--- config.mk ---
export PLATFORM = sky130hd
export DESIGN_NAME = cfg_slave_port
export DESIGN_NICKNAME = d
export VERILOG_FILES = /design/src/rtl/cfg_slave_port.sv
export SDC_FILE = /design/constraint.sdc
export NUM_CORES = 1
export LEC_CHECK = 0
export ABC_AREA = 1
export BUFFER_PORTS_ARGS = -buffer_cell sky130_fd_sc_hd__buf_2
export CAP_MARGIN = 20
export CELL_PAD_IN_SITES_DETAIL_PLACEMENT = 0
export CELL_PAD_IN_SITES_GLOBAL_PLACEMENT = 2
export CORE_MARGIN = 5
export CORE_UTILIZATION = 33
export CTS_BUF_LIST = sky130_fd_sc_hd__clkbuf_8
export DETAILED_ROUTE_END_ITERATION = 16
export GPL_TIMING_DRIVEN = 0
export PLACE_DENSITY = 0.8
export SLEW_MARGIN = 10
export SYNTH_ARGS = -nofsm -noshare
export SYNTH_HDL_FRONTEND = slang
export SYNTH_SLANG_ARGS = --single-unit
--- constraint.sdc ---
create_clock -name clk -period 5 [get_ports clk]
set_clock_uncertainty 0.15 [all_clocks]
set_input_delay 1.25 -clock clk [delete_from_list [all_inputs] [get_ports clk]]
set_output_delay 1.25 -clock clk [all_outputs]
set_load 0.005 [all_outputs]
--- src/rtl/cfg_slave_port.sv ---
module cfg_slave_port #(
  parameter int BUS_W     = 8,
  parameter int RST_MIN   = 50,
  parameter int BLANK_CYC = 50
) (
  input  logic             clk,
  input  logic             rst_n,
  input  logic             cs_n,
  input  logic             we_n,
  input  logic [BUS_W-1:0] din,
  input  logic             loader_done,
  output logic [31:0]      word_data,
  output logic             word_valid,
  output logic             ready,
  output logic             error
);
  localparam int BEATS = 32 / BUS_W;
  localparam int IDX_W = (BEATS > 1) ? $clog2(BEATS) : 1;
  localparam int LO_W  = $clog2(RST_MIN + 1);
  localparam int BL_W  = $clog2(BLANK_CYC + 1);
  localparam int LOW_W = 32 - BUS_W;

  typedef enum logic [1:0] {S_HOLD = 2'd0, S_BLANK = 2'd1, S_RUN = 2'd2} phase_t;

  phase_t           phase;
  logic [LO_W-1:0]  lo_cnt;
  logic [BL_W-1:0]  bl_cnt;
  logic [IDX_W-1:0] idx;
  logic [31:0]      acc;
  logic             rd_prev;

  wire rst_take = !rst_n && (lo_cnt >= LO_W'(RST_MIN - 1));
  wire live     = (phase == S_RUN) && !ready;
  wire beat     = live && !cs_n && !we_n;
  wire rd       = live && !cs_n && we_n;
  wire last     = (idx == IDX_W'(BEATS - 1));

  always_ff @(posedge clk) begin
    if (rst_n)
      lo_cnt <= '0;
    else if (lo_cnt != LO_W'(RST_MIN))
      lo_cnt <= lo_cnt + 1'b1;
  end

  always_ff @(posedge clk) begin
    if (rst_take) begin
      phase      <= S_HOLD;
      bl_cnt     <= '0;
      idx        <= '0;
      acc        <= '0;
      word_data  <= '0;
      word_valid <= 1'b0;
      ready      <= 1'b0;
      error      <= 1'b0;
      rd_prev    <= 1'b0;
    end else begin
      word_valid <= 1'b0;
      error      <= rd && !rd_prev;
      rd_prev    <= rd;
      case (phase)
        S_HOLD: if (rst_n) begin
          phase  <= (BLANK_CYC <= 1) ? S_RUN : S_BLANK;
          bl_cnt <= BL_W'(1);
        end
        S_BLANK: begin
          bl_cnt <= bl_cnt + 1'b1;
          if (bl_cnt == BL_W'(BLANK_CYC - 1)) phase <= S_RUN;
        end
        default: if (loader_done) ready <= 1'b1;
      endcase
      if (beat) begin
        if (last) begin
          word_data  <= {din, acc[LOW_W-1:0]};
          word_valid <= 1'b1;
          idx        <= '0;
        end else begin
          acc[idx*BUS_W +: BUS_W] <= din;
          idx <= idx + 1'b1;
        end
      end
    end
  end

  assert_err_single_R7: assert property (@(posedge clk) disable iff (phase == S_HOLD)
    error |=> !error);
  assert_valid_after_beat_R1: assert property (@(posedge clk) disable iff (phase == S_HOLD)
    word_valid |-> $past(!cs_n && !we_n));
  assert_valid_pulse_R3: assert property (@(posedge clk) disable iff (phase == S_HOLD)
    word_valid |=> !word_valid);
  assert_blank_quiet_R6: assert property (@(posedge clk) disable iff (phase == S_HOLD)
    (phase == S_BLANK) |=> !word_valid);
  assert_ready_cause_R8: assert property (@(posedge clk) disable iff (phase == S_HOLD)
    $rose(ready) |-> $past(loader_done));
  assert_ready_sticky_R8: assert property (@(posedge clk) disable iff (phase == S_HOLD)
    (ready && rst_n) |=> ready);
  assert_quiet_when_ready_R9: assert property (@(posedge clk) disable iff (phase == S_HOLD)
    (ready && $past(ready)) |=> (!word_valid && !error));
endmodule

# [Yosys cells after proc, flatten, opt, wreduce, memory -nomap -nowiden]
# Cells that the tools add are included.
[classes] add_sub_neg=4 magnitude_cmp=1 eq_ne=7 shift=2 n_mux=8 bitwise_logic=3 reduce_logical=20
[op_table] cell="$neg 5->34" count=1
[op_table] cell="$shift 8x34->32 const A" count=1
[op_table] cell="$shiftx 8x34->32" count=1
[op_table] cell="$bwmux 32" count=1
[op_table] cell="$add 6x1->6 const B" count=2
[op_table] cell="$pmux 6 s2" count=1
[op_table] cell="$reduce_and 2->1" count=4
[op_table] cell="$eq 6x6->1 const B" count=1
[op_table] cell="$ge 6x6->1 const B" count=1
[op_table] cell="$logic_and 1x1->1" count=6
[op_table] cell="$mux 2" count=3
[op_table] cell="$mux 6" count=1
[op_table] cell="$ne 6x6->1 const B" count=1
[op_table] cell="$logic_not 1->1" count=5
[op_table] cell="$eq 2x2->1 const B" count=2
[op_table] cell="$ne 2x2->1 const B" count=2
[op_table] cell="$pmux 2 s2" count=1
[op_table] cell="$reduce_or 2->1" count=2
[op_table] cell="$not 1->1" count=3
[op_table] cell="$reduce_and 3->1" count=1
[op_table] cell="$add 2x1->2 const B" count=1
[op_table] cell="$eq 2x1->1 const B" count=1
[op_table] cell="$logic_not 2->1" count=1
[op_table] cell="$reduce_bool 2->1" count=1
[op_table] cell="$mux 1" count=1
[totals] register_bits=84 in_bits=13 word_cells=55

# [Longest topological paths before layout]
# Gate-level depths: netlist of run 1.
[depth] word_depth=6 ltp_mapped=9 depth_no_buf=9

# [Worst setup path before layout of run 1]
# OpenSTA, ideal clock, no wires.
[synth_timing] kind="in2reg" start="input we_n" end="register acc[17]" t_arrival_ns=2.039 required_ns=4.737 setup_slack_ns=2.698 path_stages=7 n_path_buf=1 path_cell_list="inv_1 > nand3_1 > nor2_1 > buf_4 > nand3_1 > nand2_1 > nor2_1"
[synth_between] elab_chain_len=3
[synth_lines] element="start, declared" line_no="9" source="input logic we_n,"
[synth_lines] element="$logic_not 1->1" line_no="34" source="wire beat = live && !cs_n && !we_n;"
[synth_lines] element="$logic_and 1x1->1" line_no="34"
[synth_lines] element="$reduce_and 2->1 (no line)"
[synth_lines] element="end signal, assigned by index" line_no="77" source="acc[idx*BUS_W +: BUS_W] <= din;"
[synth_lines] element="end, declared" line_no="29" source="logic [31:0] acc;"
# Every way passes these cells.
# A chain may end at the register's enable or synchronous reset.

# [Worst setup path after layout of run 1]
[layout_timing] start="input rst_n" end="register word_data[27]"
[layout_between] elab_chain_len=2
[layout_lines] element="start, declared" line_no="7" source="input logic rst_n,"
[layout_lines] element="$logic_not 1->1" line_no="32" source="wire rst_take = !rst_n && (lo_cnt >= LO_W'(RST_MIN - 1));"
[layout_lines] element="$logic_and 1x1->1" line_no="32"
[layout_lines] element="end signal, assigned" line_no="73" source="word_data <= {din, acc[LOW_W-1:0]};"
[layout_lines] element="end, declared" line_no="12" source="output logic [31:0] word_data,"
# Every way passes these cells.

==> results of run 1 <==
## worst paths after layout
path | cells past startpoint | slack [ns] | endpoint
worst max register to register | 8 | 3.03 | word_data[27]$_SDFFE_PP0P_
worst max-delay path | 7 | 2.63 | word_data[27]$_SDFFE_PP0P_
worst min-delay path | 1 | 0.25 | error$_SDFF_PP0_
worst min register to register | 1 | 0.25 | error$_SDFF_PP0_
## power breakdown
| part | total [mW] | internal (mW) | switching, mW | leakage (nW) |
|---|---|---|---|---|
| Sequential | 0.644 | 0.630 | 0.0142 | 0.620 |
| Clock | 0.568 | 0.341 | 0.227 | 0.120 |
| Combinational | 0.108 | 0.0426 | 0.0658 | 1.31 |
| Total | 1.32 | 1.01 | 0.307 | 2.05 |
## cell usage after synthesis, drive strengths merged
master  instances  area (sq um)
nand3          27         165.2
nand2         132         500.5
nand3b          2         15.01
buf            11         76.32
nor2           78         309.0
a31oi           1         6.260
or2             1         6.260
clkinv          1         5.000
dfxtp          76          1521
clkbuf          6         22.52
nor3            8         40.04
ha             11         137.6
o21ai           9         45.04
xnor2           2         17.52
inv            49         183.9
o211ai          1         7.510
a21oi          43         215.2
nand4           4         31.28
## per-stage QoR
stage	setup WS, ns	hold slack [ns]	instances	power [mW]
CTS	2.582	0.2549	657	1.338
finish	2.626	0.2479	657	1.321
floorplan	2.698	0.2258	462	0.7252
detailed placement	2.210	0.2379	642	0.7686
global route	2.478	0.2565	657	1.379
global placement	2.209	0.2344	642	0.7670
## registers in the layout, summed over array words and instances, names as in the netlist
signal and flops:
rd_prev 1, word_valid 1, idx 2, ready 1, lo_cnt 6, acc 24, error 1, bl_cnt 6
phase 2, word_data 32
## routing by layer
metal,vias to the layer above,track usage [%],wire [microns]
li1,1555,-,-
met1,1319,19.34,3977
met2,46,23.18,3860
met3,12,2.796,308
met4,0,6.500,138
met5,-,0,0
## final cells by class
cell class	count	area, sq um
Multi-Input combinational cell	319	1496
Clock inverter	5	101.3
Fill cell	1091	5828
Buffer	17	98.84
Tap cell	133	166.4
Inverter	50	188.9
Sequential cell	76	1521
Timing Repair Buffer	47	235.2
Clock buffer	10	137.6
## cells by family after synthesis
family | Yosys count
AND/OR/NAND/NOR | 252
AO/OA/AOI/OAI | 54
XOR/XNOR | 2
buffers and inverters | 67
adder cells (fa/ha/maj) | 11
flip-flops | 76
==> flow_summary.yaml, run 1 <==
routing:
  avgViaCountPerCell: 4.463
  routed_wl_microns: 8285
  firstDrtPassIters: 4
  wl_per_cell_microns: 12.61
  drc_errors: 0
  route.vias.total: 2932
  antenna_left: 0
  first_iter_violations: 174
global_routing:
  grt_pass1_vias: 2779
  gr-total-overflow: 0
  grt_antenna_before_repair: 0
  grt_max_degree: 13
  grt_pass1_wl_microns: 13630
  grt_use_total_pct: 14.64
timing:
  hold_violations: 0
  setup_tns_ns: 0
  relSlewSlack_pct: 61.56
  tightestPinTransition_ns: 0.5765
  rsz0062_at_grt: "false"
  drv_slew: 0
  setup_violations: 0
  max_freq_ghz: 0.4213
  fin_crit_ns: 2.374
  fin_crit_sh_pct: 47.48
floorplan:
  die_x_microns: 110.1
  start_util_pct: 33.82
  die_y_microns: 110.1
  fp-row-count: 36
  io_pins: 48
  core-area_sq_um: 9774
  die-area_sq_um: 12120
synth:
  synth_fa_ha_area_share_pct: 4.164
  syn_avg_cell_area_sq_um: 7.155
  yosysSeqAreaShare_pct: 46.03
  syn-num-nets: 486
  ys_ff_latch: 76
  synth_compound_area_share_pct: 8.289
  netlist_area_sq_um: 3306
  synth-simple-area-share_pct: 32.29
  synth_xor_area_share_pct: 0.5299
  yosys_warnings: 0
  synth_cell_type_count: 26
  synthMuxAreaShare_pct: 0
  syn-instance-count: 462
  synth_top_family_by_area: "simple AND/OR/NAND/NOR gates"
placed_design:
  placed_area_sq_um: 3707
  gp_congestion: 0.8277
  io_buffers: 47
  hpwl_microns: 6142
clock_network:
  cts_inserted_buffers: 9
  hold_buffers: 0
  cts_root_buf: "clkbuf_8"
  path_clk_slew_ns: 0.08
  cts_tree: "yes"
  cts_setup_buffers: 0
  ctsHtreeMaxLevel: 3
  ctsResizeCount: 0
  clockBufferDepth: 2
  cts.sinks: 76
  worst_skew_pair.late_latency_ns: 0.35
cells_and_area:
  finalNetCount: 544
  num_antenna_cells: 0
  post-route-util_pct: 40.37
  final_common_cell: "nand2_1"
  final_cell_mix: "nand2_1 (130), nor2_1 (77), dfxtp_1 (76)"
  drive_gt1_share_pct: 15.84
  syn_to_final_growth_pct: 19.38
  final_area_sq_um: 3946
worst_setup_path:
  critPathBufInv: 5
  cp-end-kind: "flop"
  max_stage_delay_ns: 0.35
  startpoint: "rst_n"
  critPathMostFrequentCell: "buf_2"
  cp_max_fo: 10
  start_kind: "primary input"
  cp.required_ns: 5.08
  cp_slowest_cell: "buf_2"
  critPathArrivalTime_ns: 2.46
  crit_chain: "buf_2 > inv_1 > nand3_2 > inv_1 > buf_2 > buf_2 > a21oi_1"
  path_class: "in2reg"
  critPathTopFamily: "buffers and inverters"
  worstReg2RegStart: "lo_cnt[0]$_SDFFE_PP0P_"
worst_hold_path:
  hp-start: "rd_prev$_SDFF_PP0_"
  hold_class: "reg2reg"
power:
  irDropWorstVdd_mv: 0.1750
  power_density_nw_per_um2: 334.7
  leakage_nw: 2.046
status:
  outcome: "finished clean"
flow_run:
  drv_cap: 0
Power figures use the tool's default switching activity.
==> inputs of run 2 (changes only) <==
--- a/config.mk
+++ b/config.mk
@@ -11,11 +11,11 @@
 export CELL_PAD_IN_SITES_DETAIL_PLACEMENT = 0
 export CELL_PAD_IN_SITES_GLOBAL_PLACEMENT = 2
 export CORE_MARGIN = 5
-export CORE_UTILIZATION = 33
+export CORE_UTILIZATION = 30
 export CTS_BUF_LIST = sky130_fd_sc_hd__clkbuf_8
 export DETAILED_ROUTE_END_ITERATION = 16
 export GPL_TIMING_DRIVEN = 0
-export PLACE_DENSITY = 0.8
+export PLACE_DENSITY = 0.77
 export SLEW_MARGIN = 10
 export SYNTH_ARGS = -nofsm -noshare
 export SYNTH_HDL_FRONTEND = slang
==> constraint.sdc (replaced) <==
create_clock -name clk -period 2 [get_ports clk]
set_clock_uncertainty 0.15 [all_clocks]
set_input_delay 0.5 -clock clk [delete_from_list [all_inputs] [get_ports clk]]
set_output_delay 0.5 -clock clk [all_outputs]
set_load 0.005 [all_outputs]
==> flow_summary.yaml, run 2 (synthesis results as in run 1) <==
routing:
  antenna_left: 0
  drc_errors: 0
  routed_wl_microns: 8286
  first_iter_violations: 90
  avgViaCountPerCell: 4.347
  wl_per_cell_microns: 12.46
  route.vias.total: 2891
  firstDrtPassIters: 4
cells_and_area:
  post-route-util_pct: 36.54
  fillers: 1221
  finalNetCount: 544
  instances_no_fill: 665
  syn_to_final_growth_pct: 19.83
  num_antenna_cells: 0
  final_cell_mix: "nand2_1 (130), nor2_1 (77), dfxtp_1 (75)"
  drive_gt1_share_pct: 16.76
  final_common_cell: "nand2_1"
  largest_reg_flops: 32
  multi_input_area_sq_um: 1496
  reg_top3: "word_data: 32 flops, acc: 24 flops"
  seqCellArea_sq_um: 1523
  final_area_sq_um: 3961
  top_register: "word_data"
global_routing:
  gr-total-overflow: 0
  grt_max_degree: 13
  grt_antenna_before_repair: 0
  grt_pass1_wl_microns: 13800
  grt_pass1_vias: 2886
  grt_use_total_pct: 13.26
worst_setup_path:
  cp_max_fo: 10
  critPathArrivalTime_ns: 1.94
  cp-end-kind: "flop"
  regToRegSetupSlack_ns: 0.18
  start_kind: "flop"
  startpoint: "lo_cnt[1]$_SDFFE_PP0P_"
  worstReg2RegStart: "lo_cnt[1]$_SDFFE_PP0P_"
  reg2reg_depth: 8
  cp-endpoint: "word_data[25]$_SDFFE_PP0P_"
  r2r_end: "word_data[25]$_SDFFE_PP0P_"
  cp.required_ns: 2.12
  path_class: "reg2reg"
timing:
  fin_crit_sh_pct: 90.80
  max_freq_ghz: 0.5507
  hold_violations: 0
  tightestPinTransition_ns: 0.6103
  rsz0062_at_grt: "false"
  relSlewSlack_pct: 59.32
  hold_slack_ns: 0.2421
  setup_tns_ns: 0
  setup_violations: 0
  drv_slew: 0
  setup_ws_ns: 0.1840
  fin_crit_ns: 1.816
clock_network:
  cts_tree: "yes"
  cts_inserted_buffers: 9
  ctsHtreeMaxLevel: 3
  path_clk_slew_ns: 0.08
  clockBufferDepth: 2
  worst_skew_pair.late_latency_ns: 0.35
  cts.sinks: 76
  cts_setup_buffers: 0
  cts_root_buf: "clkbuf_8"
  hold_buffers: 0
placed_design:
  dp_slack_ns: -0.01640
  hpwl_microns: 6259
  placed_cells: 649
  io_buffers: 47
  gp_congestion: 0.7868
  placed_area_sq_um: 3716
worst_hold_path:
  hold_class: "in2reg"
status:
  outcome: "finished clean"
power:
  power.total_mw: 3.246
  power_density_nw_per_um2: 819.5
  irDropWorstVdd_mv: 0.4929
  leakage_nw: 2.048
floorplan:
  die_y_microns: 115.0
  die_x_microns: 115.0
  io_pins: 48
  core-area_sq_um: 10840
  die-area_sq_um: 13220
  start_util_pct: 30.49
  fp-row-count: 38
flow_run:
  drv_cap: 0
## run 2: worst min path at each step
stage,startpoint,to,depth (start not counted)
global placement,rd_prev$_SDFF_PP0_,error$_SDFF_PP0_,1
global route,rst_n,lo_cnt[4]$_SDFFE_PP0P_,2
CTS,rst_n,lo_cnt[4]$_SDFFE_PP0P_,2
finish,loader_done,ready$_SDFFE_PP0P_,3
detailed placement,rd_prev$_SDFF_PP0_,error$_SDFF_PP0_,1
floorplan,rd_prev$_SDFF_PP0_,error$_SDFF_PP0_,1
## run 2: repair_timing
action | 4_1_cts | 5_1_grt
setup endpoints to repair | 3 | 27
resized for setup | 1 | 6
endpoints found under the hold margin | 0 | 0
## run 2: cell type report
type / instances / area share [%]
clock buffer: 12 / 4.169
inverter: 50 / 4.769
tap: 140 / 4.422
clock inverter: 4 / 1.769
multi-input combinational: 319 / 37.78
buffer: 17 / 2.716
sequential: 76 / 38.44
timing repair buffer: 47 / 5.938
## run 2: power breakdown
part	switching, mW	internal (mW)
clock	0.561	0.801
combinational	0.165	0.108
sequential	0.0350	1.58
## run 2: per-layer routing
layer | vias up | part of all wire (%) | global-route usage, %
met5 | - | 0 | 0
li1 | 1552 | - | -
met2 | 45 | 46 | 21.68
met3 | 8 | 5.3 | 3.842
met1 | 1286 | 47 | 16.68
met4 | 0 | 1.5 | 4.617
## run 2: worst max-delay path: stages (launching register included)
cell and delay, ns:
dfxtp_1 0.42, inv_1 0.09, ha_1 0.18, nand3b_1 0.16, nand3_2 0.12, inv_1 0.06, clkbuf_4 0.20, buf_4 0.22
a21oi_1 0.15
==> inputs of run 3 (changes only) <==
--- a/config.mk
+++ b/config.mk
@@ -10,11 +10,12 @@
 export CAP_MARGIN = 20
 export CELL_PAD_IN_SITES_DETAIL_PLACEMENT = 0
 export CELL_PAD_IN_SITES_GLOBAL_PLACEMENT = 2
-export CORE_MARGIN = 5
+export CORE_MARGIN = 2
 export CORE_UTILIZATION = 30
 export CTS_BUF_LIST = sky130_fd_sc_hd__clkbuf_8
 export DETAILED_ROUTE_END_ITERATION = 16
 export GPL_TIMING_DRIVEN = 0
+export MAX_ROUTING_LAYER = met4
 export PLACE_DENSITY = 0.77
 export SLEW_MARGIN = 10
 export SYNTH_ARGS = -nofsm -noshare
==> flow_summary.yaml, run 3 (synthesis results as in run 1) <==
timing:
  max_freq_ghz: 0.5548
  fin_crit_sh_pct: 90.12
  rsz0062_at_grt: "false"
  drv_slew: 0
  tightestPinTransition_ns: 0.5687
  hold_violations: 0
  relSlewSlack_pct: 62.08
  fin_crit_ns: 1.802
  setup_tns_ns: 0
  setup_violations: 0
worst_setup_path:
  cp.required_ns: 2.08
  start_kind: "flop"
  max_stage_delay_ns: 0.43
  cp-end-kind: "flop"
  cp_slowest_cell: "dfxtp_1"
  critPathArrivalTime_ns: 1.89
  path_class: "reg2reg"
  cp_max_fo: 10
  crit_chain: "inv_1 > ha_1 > nand3b_1 > nand3_2 > inv_1 > clkbuf_4 > clkbuf_4 > a21oi_1"
power:
  power.total_mw: 3.331
  irDropWorstVdd_mv: 0.3903
  power_density_nw_per_um2: 837.6
  leakage_nw: 2.053
worst_hold_path:
  hold_class: "in2reg"
placed_design:
  io_buffers: 47
  gp_congestion: 0.7879
  hpwl_microns: 6099
clock_network:
  cts_root_buf: "clkbuf_8"
  cts.sinks: 76
  ctsHtreeMaxLevel: 3
  hold_buffers: 0
  cts_setup_buffers: 0
  clockBufferDepth: 2
  cts_inserted_buffers: 9
  path_clk_slew_ns: 0.08
  cts_tree: "yes"
  ctsResizeCount: 0
  worst_skew_pair.late_latency_ns: 0.35
global_routing:
  grt_pass1_wl_microns: 13430
  grt_pass1_vias: 2710
  grt_antenna_before_repair: 0
  grt_max_degree: 14
  gr-total-overflow: 0
  grt_use_total_pct: 15.17
cells_and_area:
  largest_reg_flops: 32
  top_register: "word_data"
  final_common_cell: "nand2_1"
  finalNetCount: 544
  syn_to_final_growth_pct: 20.29
  reg_top3: "word_data: 32 flops, acc: 24 flops"
  final_cell_mix: "nand2_1 (130), nor2_1 (77), dfxtp_1 (76)"
  num_antenna_cells: 0
  drive_gt1_share_pct: 16.95
routing:
  firstDrtPassIters: 4
  antenna_left: 0
  drc_errors: 0
  routed_wl_microns: 8045
  dr.max_layer_used: "met4"
  route.vias.total: 2911
  first_iter_violations: 89
  met1_length_microns: 4149
  met3_length_microns: 255
  routed-wl-met2_microns: 3544
  wl_per_cell_microns: 12.10
  avgViaCountPerCell: 4.377
status:
  outcome: "finished clean"
floorplan:
  io_pins: 48
  start_util_pct: 30.63
  die-area_sq_um: 11870
  core-area_sq_um: 10790
  die_y_microns: 109.0
  die_x_microns: 109.0
  fp-row-count: 38
flow_run:
  drv_cap: 0
-- run 3: power breakdown --
part / internal [mW] / leakage [nW] / total, mW / switching [mW]
Clock: 0.863 / 0.122 / 1.45 / 0.588
Combinational: 0.108 / 1.31 / 0.270 / 0.162
Sequential: 1.58 / 0.620 / 1.61 / 0.0348
-- run 3: area by class of cell --
| cell class | instances | area (sq um) |
|---|---|---|
| Tap cell | 140 | 175.2 |
| Clock buffer | 10 | 137.6 |
| Clock inverter | 6 | 111.4 |
| Fill cell | 1204 | 6817 |
| Sequential cell | 76 | 1521 |
| Inverter | 50 | 188.9 |
| Multi-Input combinational cell | 319 | 1496 |
| Timing Repair Buffer | 47 | 235.2 |
| Buffer | 17 | 110.1 |
-- run 3: through the flow --
step / utilization (%) / cells / worst slack, ns / instance area [sq um] / hold WS, ns
2_1_floorplan: - / 462 / 0.4270 / 3306 / 0.2258
3_3_place_gp: 34.43 / 649 / 0.03665 / 3716 / 0.2344
3_5_place_dp: 34.43 / 649 / 0.02153 / 3716 / 0.2430
4_1_cts: 36.74 / 665 / 0.05098 / 3965 / 0.2228
5_1_grt: 36.84 / 665 / 0.01466 / 3976 / 0.2378
6_report: 36.84 / 665 / 0.1976 / 3976 / 0.2378
-- run 3: worst paths after layout --
path                            cells after the start                    endpoint  slack, ns                   start
worst min register to register                      1            error$_SDFF_PP0_       0.25      rd_prev$_SDFF_PP0_
worst max-delay path                                8  word_data[28]$_SDFFE_PP0P_       0.20  lo_cnt[0]$_SDFFE_PP0P_
worst max register to register                      8  word_data[28]$_SDFFE_PP0P_       0.20  lo_cnt[0]$_SDFFE_PP0P_
worst min-delay path                                2      lo_cnt[4]$_SDFFE_PP0P_       0.24                   rst_n
-- run 3: worst max-delay path, delay by kind of cell, from the launching register on --
family	cells	cell delay (ns)
flip-flops	1	0.43
adder cells (fa/ha/maj)	1	0.20
AO/OA/AOI/OAI	1	0.05
buffers and inverters	4	0.65
AND/OR/NAND/NOR	2	0.20
-- run 3: layer usage --
metal  global-route usage, %  vias to the layer above
met5                       -                        -
li1                        -                     1551
met3                   2.869                       10
met2                   23.03                       41
met1                   20.08                     1309
met4                   5.495                        0
